[src/rtl/rbagg_pkg.sv]
package rbagg_pkg;
   typedef enum logic [2:0] {
      IDX_MASK_LO = 3'd0,
      IDX_MASK_HI = 3'd1,
      IDX_STAT_LO = 3'd2,
      IDX_STAT_HI = 3'd3,
      IDX_MODE    = 3'd4,
      IDX_SUMMARY = 3'd5
   } reg_idx_e;

   localparam int MODE_EVENT_BIT = 0;
   localparam int MODE_ACK_BIT   = 1;
   localparam int REG_BYTE_W     = 8;
   localparam int MAX_DEV        = 2 * REG_BYTE_W;
endpackage

[src/rtl/rbagg_sync.sv]
module rbagg_sync #(
   parameter int NUM_DEV     = 12,
   parameter int SYNC_STAGES = 2
) (
   input  logic               clk,
   input  logic               rst_n,
   input  logic [NUM_DEV-1:0] raw_in,
   output logic [NUM_DEV-1:0] sync_out
);
   if (SYNC_STAGES < 0 || SYNC_STAGES > 4) begin : g_bad_depth
      $error("rbagg_sync: SYNC_STAGES must be 0..4");
   end

   if (SYNC_STAGES == 0) begin : g_bypass
      assign sync_out = raw_in;
   end else begin : g_chain
      logic [NUM_DEV-1:0] stage_q [SYNC_STAGES];
      always_ff @(posedge clk or negedge rst_n) begin
         if (!rst_n) begin
            for (int s = 0; s < SYNC_STAGES; s++) stage_q[s] <= '0;
         end else begin
            stage_q[0] <= raw_in;
            for (int s = 1; s < SYNC_STAGES; s++) stage_q[s] <= stage_q[s-1];
         end
      end
      assign sync_out = stage_q[SYNC_STAGES-1];
   end
endmodule

[src/rtl/rbagg_events.sv]
module rbagg_events #(
   parameter int NUM_DEV = 12
) (
   input  logic               clk,
   input  logic               rst_n,
   input  logic               event_mode,
   input  logic               ack_clr,
   input  logic [NUM_DEV-1:0] dev_sync,
   input  logic [NUM_DEV-1:0] dev_mask,
   output logic               ack,
   output logic [NUM_DEV-1:0] pending,
   output logic [NUM_DEV-1:0] grant
);
   localparam logic [NUM_DEV-1:0] ONE = NUM_DEV'(1);

   logic [NUM_DEV-1:0] prev_q;
   logic [NUM_DEV-1:0] pend_q;
   logic [NUM_DEV-1:0] rise;
   logic               ack_q;
   logic               may_grant;

   assign rise      = dev_sync & ~prev_q & ~dev_mask;
   assign may_grant = event_mode && !ack_q && !ack_clr;
   // lowest set bit of the pending vector wins
   assign grant     = may_grant ? (pend_q & (~pend_q + ONE)) : '0;

   always_ff @(posedge clk or negedge rst_n) begin
      if (!rst_n) begin
         prev_q <= '0;
         pend_q <= '0;
         ack_q  <= 1'b0;
      end else begin
         prev_q <= dev_sync;
         if (!event_mode) begin
            pend_q <= '0;
            ack_q  <= 1'b0;
         end else begin
            pend_q <= (pend_q & ~grant) | rise;
            if (ack_clr)     ack_q <= 1'b0;
            else if (|grant) ack_q <= 1'b1;
         end
      end
   end

   assign ack     = ack_q;
   assign pending = pend_q;
endmodule

[src/rtl/rbagg_regs.sv]
module rbagg_regs
   import rbagg_pkg::*;
#(
   parameter int NUM_DEV = 12
) (
   input  logic               clk,
   input  logic               rst_n,
   input  logic               we,
   input  logic [2:0]         addr,
   input  logic [7:0]         wdata,
   input  logic [NUM_DEV-1:0] dev_sync,
   input  logic               ack,
   output logic [NUM_DEV-1:0] dev_mask,
   output logic               event_mode,
   output logic               ack_clr,
   output logic [7:0]         rdata
);
   logic [MAX_DEV-1:0] mask_pad;
   logic [MAX_DEV-1:0] stat_pad;
   logic               mode_q;
   logic               mode_we;

   for (genvar i = 0; i < MAX_DEV; i++) begin : g_bit
      if (i < NUM_DEV) begin : g_live
         localparam logic [2:0] WIDX = (i < REG_BYTE_W) ? IDX_MASK_LO : IDX_MASK_HI;
         localparam int         WBIT = i % REG_BYTE_W;
         logic bit_q;
         always_ff @(posedge clk or negedge rst_n) begin
            if (!rst_n)                  bit_q <= 1'b0;
            else if (we && addr == WIDX) bit_q <= wdata[WBIT];
         end
         assign dev_mask[i] = bit_q;
         assign mask_pad[i] = bit_q;
         assign stat_pad[i] = dev_sync[i];
      end else begin : g_void
         assign mask_pad[i] = 1'b0;
         assign stat_pad[i] = 1'b0;
      end
   end

   assign mode_we = we && (addr == IDX_MODE);
   assign ack_clr = mode_we && !wdata[MODE_ACK_BIT];

   always_ff @(posedge clk or negedge rst_n) begin
      if (!rst_n)       mode_q <= 1'b0;
      else if (mode_we) mode_q <= wdata[MODE_EVENT_BIT];
   end
   assign event_mode = mode_q;

   always_comb begin
      rdata = '0;
      case (addr)
         IDX_MASK_LO: rdata = mask_pad[7:0];
         IDX_MASK_HI: rdata = mask_pad[15:8];
         IDX_STAT_LO: rdata = stat_pad[7:0];
         IDX_STAT_HI: rdata = stat_pad[15:8];
         IDX_MODE:    rdata = {6'b0, ack, mode_q};
         IDX_SUMMARY: rdata = {6'b0, &dev_sync, |dev_mask};
         default:     rdata = '0;
      endcase
   end
endmodule

[src/rtl/rdy_aggregator.sv]
module rdy_aggregator #(
   parameter int NUM_DEV     = 12,
   parameter int SYNC_STAGES = 2
) (
   input  logic               clk,
   input  logic               rst_n,
   input  logic [NUM_DEV-1:0] dev_ready,
   input  logic               reg_we,
   input  logic [2:0]         reg_addr,
   input  logic [7:0]         reg_wdata,
   output logic [7:0]         reg_rdata,
   output logic               card_ready
);
   if (NUM_DEV < 1 || NUM_DEV > rbagg_pkg::MAX_DEV) begin : g_bad_count
      $error("rdy_aggregator: NUM_DEV must be 1..16");
   end

   logic [NUM_DEV-1:0] dev_sync;
   logic [NUM_DEV-1:0] mask_q;
   logic [NUM_DEV-1:0] pend_q;
   logic [NUM_DEV-1:0] grant;
   logic               mode_ev;
   logic               ack_clr;
   logic               ack_q;
   logic               level_ok;

   rbagg_sync #(.NUM_DEV(NUM_DEV), .SYNC_STAGES(SYNC_STAGES)) u_sync (
      .clk(clk), .rst_n(rst_n), .raw_in(dev_ready), .sync_out(dev_sync));

   rbagg_regs #(.NUM_DEV(NUM_DEV)) u_regs (
      .clk(clk), .rst_n(rst_n), .we(reg_we), .addr(reg_addr), .wdata(reg_wdata),
      .dev_sync(dev_sync), .ack(ack_q), .dev_mask(mask_q), .event_mode(mode_ev),
      .ack_clr(ack_clr), .rdata(reg_rdata));

   rbagg_events #(.NUM_DEV(NUM_DEV)) u_events (
      .clk(clk), .rst_n(rst_n), .event_mode(mode_ev), .ack_clr(ack_clr),
      .dev_sync(dev_sync), .dev_mask(mask_q), .ack(ack_q), .pending(pend_q),
      .grant(grant));

   assign level_ok   = &(dev_sync | mask_q);
   assign card_ready = mode_ev ? ack_q : level_ok;
endmodule

[config.mk]
export PLATFORM = sky130hd
export DESIGN_NAME = rdy_aggregator
export DESIGN_NICKNAME = d
export VERILOG_FILES = /design/src/rtl/rbagg_pkg.sv /design/src/rtl/rbagg_sync.sv /design/src/rtl/rbagg_events.sv /design/src/rtl/rbagg_regs.sv /design/src/rtl/rdy_aggregator.sv
export SDC_FILE = /design/constraint.sdc
export NUM_CORES = 1
export LEC_CHECK = 0
export ABC_AREA = 1
export BUFFER_PORTS_ARGS = -buffer_cell sky130_fd_sc_hd__buf_2
export CAP_MARGIN = 20
export CORE_UTILIZATION = 56
export CTS_CLUSTER_DIAMETER = 50
export DETAILED_ROUTE_END_ITERATION = 10
export PLACE_DENSITY = 0.83
export SKIP_CTS_REPAIR_TIMING = 1
export SYNTH_ARGS = -nofsm -noshare
export SYNTH_HDL_FRONTEND = slang
export SYNTH_SLANG_ARGS = --single-unit
[constraint.sdc]
create_clock -name clk -period 1.7 [get_ports clk]
set_clock_uncertainty 0.05 [all_clocks]
set_input_delay 0.34 -clock clk [delete_from_list [all_inputs] [get_ports clk]]
set_output_delay 0.34 -clock clk [all_outputs]
set_load 0.02 [all_outputs]
==> results.txt, run 1 <==
----------------------------------------------------
[Synth]
  Count of distinct cell types in the synthesized netlist ... 31
  Post-synth design cell area ... around 2500 um^2
  Ys async rst share ... 100%
  Flops & latches, synth ... between 60 and 70
  Portion of synthesized cell area occupied by the leading cell type ... approximately 61%
  Warnings, synthesis ... 0
  Synth area leaders ... sky130_fd_sc_hd__dfrtp_1 61%, sky130_fd_sc_hd__nor2_1 6.8%, sky130_fd_sc_hd__inv_1 5.3%, sky130_fd_sc_hd__nand2_1 4.7%, sky130_fd_sc_hd__o21ai_0 3.6%
  Post-Syn Area per Cell ... between 9 and 10 um^2
  Sequential cell area fraction in the yosys report ... about three fifths
  Number of synthesized flops with an enable pin ... 0
  Gate count after technology mapping ... 268
  Cell type with the highest aggregate area in the netlist ... sky130_fd_sc_hd__dfrtp_1
  Post-synth net total ... approximately 290
  Top_reg_cell synth ... sky130_fd_sc_hd__dfrtp_1

[CTS]
  TritonCTS clock tree ... done
  CTS Buf Count ... 9
  Buffer levels on the longest clock path ... 2
  Clock latency on the worst-skew pair ... between 0.3 and 0.4 ns
  # H-tree levels ... 3
  Clock sink total ... 62
  Clock slew at reported path FFs ... 0.07 ns
  Cell at the root of the clock tree ... sky130_fd_sc_hd__clkbuf_8

[Drt]
  Via density per instance ... around 5.4
  Antenna violation net count after detailed routing ... 0
  Drc violations ... 0
  Final wirelength ... 5.87 mm
  First-pass iteration count of the detailed router ... 4
  Avg WL per Cell ... between 15 and 20 um
  Detailed Route Iter0 Violations ... 175
  Vias post-DR ... roughly 2,100

[Timing]
  Sum of negative setup slack ... -1.06 ns
  Least-Margin Pin Slew ... 0.401 ns
  Worst max-slew margin expressed relative to the limit ... between 70% and 80%
  Peak Freq ... about 500 MHz
  Tcrit/Tclk final ... 118%
  Setup slack after layout ... -0.303 ns
  Minimum period implied by the final worst setup slack ... 2.00 ns
  Final number of max-transition violations ... 0
  Worst-case hold slack ... 0.0539 ns
  RSZ-0062 raised after global routing ... true
  Number of hold violations in the final report ... 0
  Final setup violation count ... 8

[Cells and area]
  Diode insertion count for antenna repair ... 0
  Post-synthesis to final-layout area growth ... 26.8%
  Share of post-route cells with drive strength above 1 ... 28.0%
  Number of nets in the layout ... 358
  Final core utilization ... 73.8%
  FILL cells ... about 320
  Footprint of the multi-input gates ... 871 um^2
  FF+latch area ... between 1500 and 2000 um^2

[Power and ir drop]
  Worst vdd ir ... about 0.77 mV
  Reported leakage power ... about 1.6 nW
  Total power per unit cell area ... approximately 1100 nW/um^2

[Placed design]
  Number of I/O port buffers ... 34
  Half-perimeter wire length after detailed placement ... between 4 and 5 mm
  Pre-CTS setup slack ... -0.0221 ns
  Routability-driven placement congestion ratio ... about 0.91

[GRT]
  Leftover overflow at the end of global routing ... 0
  Wire length of the first global-routing pass ... roughly 9.7 mm
  Number of antenna violations at the first check in global routing ... 0
  Via count of the first global-routing pass ... between 2,000 and 2,500
  Total global routing track utilization ... between 20% and 30%
  Largest net degree at the start of global routing ... 63

[Floorplan]
  Placeable core region ... around 4400 um^2
  Overall die area ... approximately 4800 um^2
  Number of I/O pins ... 35
  Core Rows ... 24
  Chip height ... between 60 and 70 um
  Initial standard-cell utilization of the core ... 58.2%
  DIE WIDTH ... 69.3 um

[Outcome]
  Outcome ... finished with violations
  Failing checks ... setup timing

[Hold path]
  Hold Crit Class ... input port to flip-flop

[Critical path]
  R2R setup slack ... 0.15 ns
  Largest driver fanout on the critical path ... 3
  Kind of launch point of the worst setup path ... flip-flop
  Kind of capture point of the worst setup path ... primary output
  Data arrival time of the critical path ... roughly 1.6 ns
  Required time at the endpoint of the critical path ... between 1 and 1.5 ns
  Classification of the worst setup path ... flip-flop to primary output

[Job]
  Number of violations of the max-capacitance limit ... 0

----------------------------------------------------
==> sequential cells by signal (all words and copies together) (netlist names) <==
name and cells:
u_events.pending 12, u_events.prev_q 12, u_sync.g_chain.stage_q 12, u_regs.g_bit.g_live.bit_q 12, u_regs.event_mode 1, u_sync.sync_out 12, u_events.ack 1
==> placed cells by master (no fill, tap or decap), types with 2 or more instances in the layout <==
cell type / n
sky130_fd_sc_hd__nor2_2: 4
sky130_fd_sc_hd__nand4_1: 3
sky130_fd_sc_hd__dfrtp_1: 61
sky130_fd_sc_hd__o21ai_0: 17
sky130_fd_sc_hd__o211ai_1: 2
sky130_fd_sc_hd__nand3_1: 12
sky130_fd_sc_hd__inv_1: 33
sky130_fd_sc_hd__nand2_1: 31
sky130_fd_sc_hd__o22ai_1: 7
sky130_fd_sc_hd__inv_2: 3
sky130_fd_sc_hd__a21oi_1: 15
sky130_fd_sc_hd__clkbuf_8: 12
sky130_fd_sc_hd__buf_4: 20
sky130_fd_sc_hd__nand2_2: 4
sky130_fd_sc_hd__nor4_2: 2
sky130_fd_sc_hd__nor3_1: 6
sky130_fd_sc_hd__o31ai_1: 2
sky130_fd_sc_hd__buf_6: 5
sky130_fd_sc_hd__nor2_1: 45
sky130_fd_sc_hd__buf_2: 29
==> worst max-delay path: stages, from the launching register on <==
cell                        delay [ns]
sky130_fd_sc_hd__dfrtp_1          0.40
sky130_fd_sc_hd__nor4_2           0.27
sky130_fd_sc_hd__buf_4            0.15
sky130_fd_sc_hd__nand2_2          0.04
sky130_fd_sc_hd__o21ai_2          0.12
sky130_fd_sc_hd__o2111ai_2        0.13
sky130_fd_sc_hd__buf_6            0.16
==> path summary, 6_finish.rpt <==
path | cells past startpoint | endpoint | from
min reg2reg | 0 | u_sync.sync_out[11] | u_sync.g_chain.stage_q[23]
min | 1 | u_sync.g_chain.stage_q[15] | dev_ready[3]
max | 6 | reg_rdata[0] | u_regs.g_bit[7].g_live.bit_q
max in group asynchronous | 3 | u_events.pending[8] | rst_n
min in group asynchronous | 3 | u_sync.g_chain.stage_q[13] | rst_n
max reg2reg | 9 | u_events.ack | u_events.pending[0]
==> metrics by stage <==
step	power, W	instance area, um^2	cells
global route	0.00384	3210	388
finish	0.00368	3210	388
floorplan	0.00206	2530	268
CTS	0.00366	3120	386
global placement	0.00232	2910	371
detailed placement	0.00234	2910	371
==> cells in the mapped netlist (2+ instances only) <==
master,instances
sky130_fd_sc_hd__o31ai_1,2
sky130_fd_sc_hd__nor2_2,3
sky130_fd_sc_hd__o211ai_1,2
sky130_fd_sc_hd__a21oi_1,16
sky130_fd_sc_hd__o22ai_1,8
sky130_fd_sc_hd__nor4_1,2
sky130_fd_sc_hd__nor3_1,6
sky130_fd_sc_hd__inv_1,36
sky130_fd_sc_hd__o2111ai_1,2
sky130_fd_sc_hd__nand2_1,32
sky130_fd_sc_hd__nand3_1,12
sky130_fd_sc_hd__nand2_2,3
sky130_fd_sc_hd__nand4_1,3
sky130_fd_sc_hd__o21ai_0,18
sky130_fd_sc_hd__nor2_1,46
sky130_fd_sc_hd__dfrtp_1,62
==> cell type report <==
| type | instances | area share (%) |
|---|---|---|
| repair buffers | 56 | 11.9 |
| multi-input cells | 167 | 27.1 |
| clock inverters | 3 | 1.32 |
| flip-flops and latches | 62 | 48.3 |
| clock buffers | 12 | 5.14 |
| well taps | 52 | 2.02 |
| inverters | 36 | 4.21 |
==> power by group <==
| part | switching [W] | leakage, nW | internal (W) | total [W] |
|---|---|---|---|---|
| Combinational | 0.000391 | 0.732 | 0.000271 | 0.000662 |
| Sequential | 0.000100 | 0.753 | 0.00160 | 0.00170 |
| Clock | 0.000533 | 0.104 | 0.000786 | 0.00132 |
| Total | 0.00102 | 1.59 | 0.00266 | 0.00368 |
==> logic make-up (layout without fill, tap and decap cells) <==
kind of cell	Yosys count	in the layout	share of synthesized area [%]
AND/OR/NAND/NOR	112	112	19.8
flip-flops	62	62	61.2
AO/OA/AOI/OAI	55	55	12.9
buffers and inverters	39	107	6.12
==> metal layers <==
layer	vias to the layer above	GRT usage (%)	part of all wire (%)
met5	-	0	0
met4	0	13.2	2.3
met3	14	4.51	5.4
met2	72	43.6	51
met1	1006	35.1	42
li1	1011	-	-
No activity file was read; power rests on OpenSTA's default activity.
==> run 2: changes to the inputs <==
- PLACE_DENSITY: 0.83 -> unset
- PLACE_DENSITY_LB_ADDON: unset -> 0.12
==> run 2 against run 1 <==
Against the previous run:
- the flow still finishes with violations (setup timing)
- via count down 1.6%
- first-iteration DRC count down 2.9%
- non-clock buffer count up 1
- global-route usage down 1.1 points
- fmax down 0.54%
==> results.txt, run 2 (synthesis results as in run 1) <==
----------------------------------------------------
[Placed design]
  Routability-driven placement congestion ratio ... 0.927 (+1.5%)
  Pre-CTS setup slack ... 0.00585 ns (+0.0280 ns)
  Dpl cells ... 368 (-0.81%)
  Number of I/O port buffers ... 34 (unchanged)
  Half-perimeter wire length after detailed placement ... 3.92 mm (-6.4%)
  Area of placed instances ... 2890 um^2 (-0.77%)

[Power and ir drop]
  Worst vdd ir ... 0.823 mV (+7.5%)
  Sw Ratio ... 28.6% (+0.85 points)
  Clock network fraction of design power ... 38.0% (+2.2 points)
  Power share of the sequential group ... 44.1% (-2.1 points)
  Sw Pwr ... 0.00109 W (+6.9%)
  Total power per unit cell area ... 1180 nW/um^2 (+3.0%)
  Combinational Power Share ... 17.8% (-0.2 points)
  Total internal power ... 0.00273 W (+2.5%)
  Reported leakage power ... 1.60 nW (+0.58%)

[Cells and area]
  Layout Cells excl Fill ... 390 (+0.52%)
  Highest-count cells in the layout ignoring fill and taps ... 62 x sky130_fd_sc_hd__dfrtp_1, 46 x sky130_fd_sc_hd__nor2_1, 34 x sky130_fd_sc_hd__inv_1
  Area of all placed cells without fillers ... 3240 um^2 (+0.70%)
  Most common cell after layout, fill and taps aside ... sky130_fd_sc_hd__dfrtp_1
  Diode insertion count for antenna repair ... 0 (unchanged)
  Share of post-route cells with drive strength above 1 ... 27.8% (-0.17 points)
  Number of nets in the layout ... 359 (+0.28%)
  Post-synthesis to final-layout area growth ... 27.7%

[Floorplan]
  Core Rows ... 24 (unchanged)
  Chip height ... 69.3 um (unchanged)
  Number of I/O pins ... 35 (unchanged)
  Overall die area ... 4800 um^2 (unchanged)
  DIE WIDTH ... 69.3 um (unchanged)
  Placeable core region ... 4350 um^2 (unchanged)
  Initial standard-cell utilization of the core ... 58.2% (unchanged)

[Drt]
  Final wirelength ... 5.58 mm (-5.1%)
  Avg WL per Cell ... 14.3 um (-5.6%)
  Vias post-DR ... 2,069 (-1.6%)
  First-pass iteration count of the detailed router ... 4 (unchanged)
  Drc violations ... 0 (unchanged)
  Via density per instance ... 5.31 (-2.1%)
  Detailed Route Iter0 Violations ... 170 (-2.9%)
  Antenna violation net count after detailed routing ... 0 (unchanged)

[GRT]
  Total global routing track utilization ... 25.7% (-1.1 points)
  Met3 routing resource usage after global routing ... 8.14% (+3.6 points)
  Leftover overflow at the end of global routing ... 0 (unchanged)
  Met2 usage in global routing ... 39.3% (-4.3 points)
  Largest net degree at the start of global routing ... 63 (unchanged)
  Met1 GRT Util ... 34.4% (-0.70 points)
  Wire length of the first global-routing pass ... 9.21 mm (-4.7%)
  Number of antenna violations at the first check in global routing ... 0 (unchanged)
  Most used routing layer in global routing ... met2
  Via count of the first global-routing pass ... 1,965 (-8.9%)

[Outcome]
  Outcome ... finished with violations
  Failing checks ... setup timing

[CTS]
  Clock sink total ... 62 (unchanged)
  TritonCTS clock tree ... done
  Buffer levels on the longest clock path ... 2 (unchanged)
  # H-tree levels ... 3 (unchanged)
  CTS Buf Count ... 9 (unchanged)
  Cell at the root of the clock tree ... sky130_fd_sc_hd__clkbuf_8
  Clock slew at reported path FFs ... 0.07 ns (about the same)
  Clock latency on the worst-skew pair ... 0.35 ns (about the same)

[Timing]
  Peak Freq ... 497 MHz (-0.54%)
  Final number of max-transition violations ... 0 (unchanged)
  Number of hold violations in the final report ... 0 (unchanged)
  Final setup violation count ... 5 (-3)
  Minimum period implied by the final worst setup slack ... 2.01 ns (+0.0108 ns)
  RSZ-0062 raised after global routing ... true
  Worst max-slew margin expressed relative to the limit ... 77.5% (+4.3 points)
  Setup slack after layout ... -0.313 ns (-0.0108 ns)
  Tcrit/Tclk final ... 118% (+0.64 points)
  Least-Margin Pin Slew ... 0.337 ns (-0.0636 ns)

[Critical path]
  R2R setup slack ... 0.20 ns (+0.05 ns)
  Endpoint of the most critical register-to-register path ... u_events.pending[11]
  Dominant delay contributor by cell family on the critical path ... simple AND/OR/NAND/NOR gates
  Required time at the endpoint of the critical path ... 1.31 ns (about the same)
  Register-to-Register Path Depth ... 7 (-2)
  Number of gates on the worst path with buffers counted ... 5 (-1)
  Kind of launch point of the worst setup path ... flip-flop
  Largest driver fanout on the critical path ... 2 (-1)
  Cells traversed along the worst timing path ... nor4_2, nand2_1, o21ai_0, o2111ai_1, buf_2
  Worst path buffer plus inverter count ... 1 (-1)
  Kind of capture point of the worst setup path ... primary output
  Biggest cell delay along the critical path ... 0.39 ns (about the same)
  Slowest stage cell on the critical path ... sky130_fd_sc_hd__dfrtp_1
  Data arrival time of the critical path ... 1.62 ns (about the same)
  Classification of the worst setup path ... flip-flop to primary output
  Worst flop-to-flop path startpoint ... u_events.pending[0]

[Hold path]
  Startpoint of the worst hold path ... dev_ready[6]
  Hold EP ... u_sync.g_chain.stage_q[18]
  WHS Path Cells ... 1 (unchanged)
  Hold Crit Class ... input port to flip-flop

[Job]
  Number of violations of the max-capacitance limit ... 0 (unchanged)

----------------------------------------------------
==> run 2: changes by cell type in the layout (fill, tap and decap cells not counted), sizes merged <==
cell    previous run  this run
buf               55        56
bufinv             1         2
clkbuf            12         9
clkinv             1         0
inv               36        40
==> run 2: layer usage <==
metal | part of all wire, % | vias to the layer above
li1 | - | 1020
met1 | 47 | 983
met2 | 46 | 48
met3 | 4.1 | 18
met4 | 3.0 | 0
met5 | 0 | -
==> run 2: final cells by class <==
cell class,instances,area (um^2)
clock inverter,7,103
timing repair buffer,57,385
sequential,62,1550
clock buffer,9,124
tap,52,65.1
fill,327,1120
multi-input combinational,167,872
inverter,36,135
==> run 2: per-stage QoR <==
step,TNS (ns),hold slack (ns),total power (W),util (%)
after detailed placement,0,0.286,0.00232,66.4
final,-0.950,0.0428,0.00382,74.3
after floorplan,0,-0.00559,0.00206,-
after CTS,-1.06,-0.0493,0.00378,71.6
after global placement,-0.0203,0.282,0.00231,66.4
after global routing,-1.27,0.0277,0.00400,74.3
==> run 2: worst max-delay path by stage <==
stage,endpoint,start
CTS,reg_rdata[0],u_regs.g_bit[4].g_live.bit_q
global placement,reg_rdata[0],reg_addr[2]
detailed placement,reg_rdata[0],u_regs.g_bit[4].g_live.bit_q
floorplan,reg_rdata[0],u_regs.g_bit[8].g_live.bit_q
global route,card_ready,u_regs.g_bit[10].g_live.bit_q
finish,reg_rdata[0],u_regs.g_bit[4].g_live.bit_q
==> run 2: power groups by stage <==
stage | clock network [W] | registers [W] | logic, W
5_1_grt | 0.00154 | 0.00170 | 0.000763
4_1_cts | 0.00148 | 0.00168 | 0.000619
3_5_place_dp | 0 | 0.00171 | 0.000612
6_report | 0.00145 | 0.00169 | 0.000681
3_3_place_gp | 0 | 0.00170 | 0.000609
2_1_floorplan | 0 | 0.00170 | 0.000356
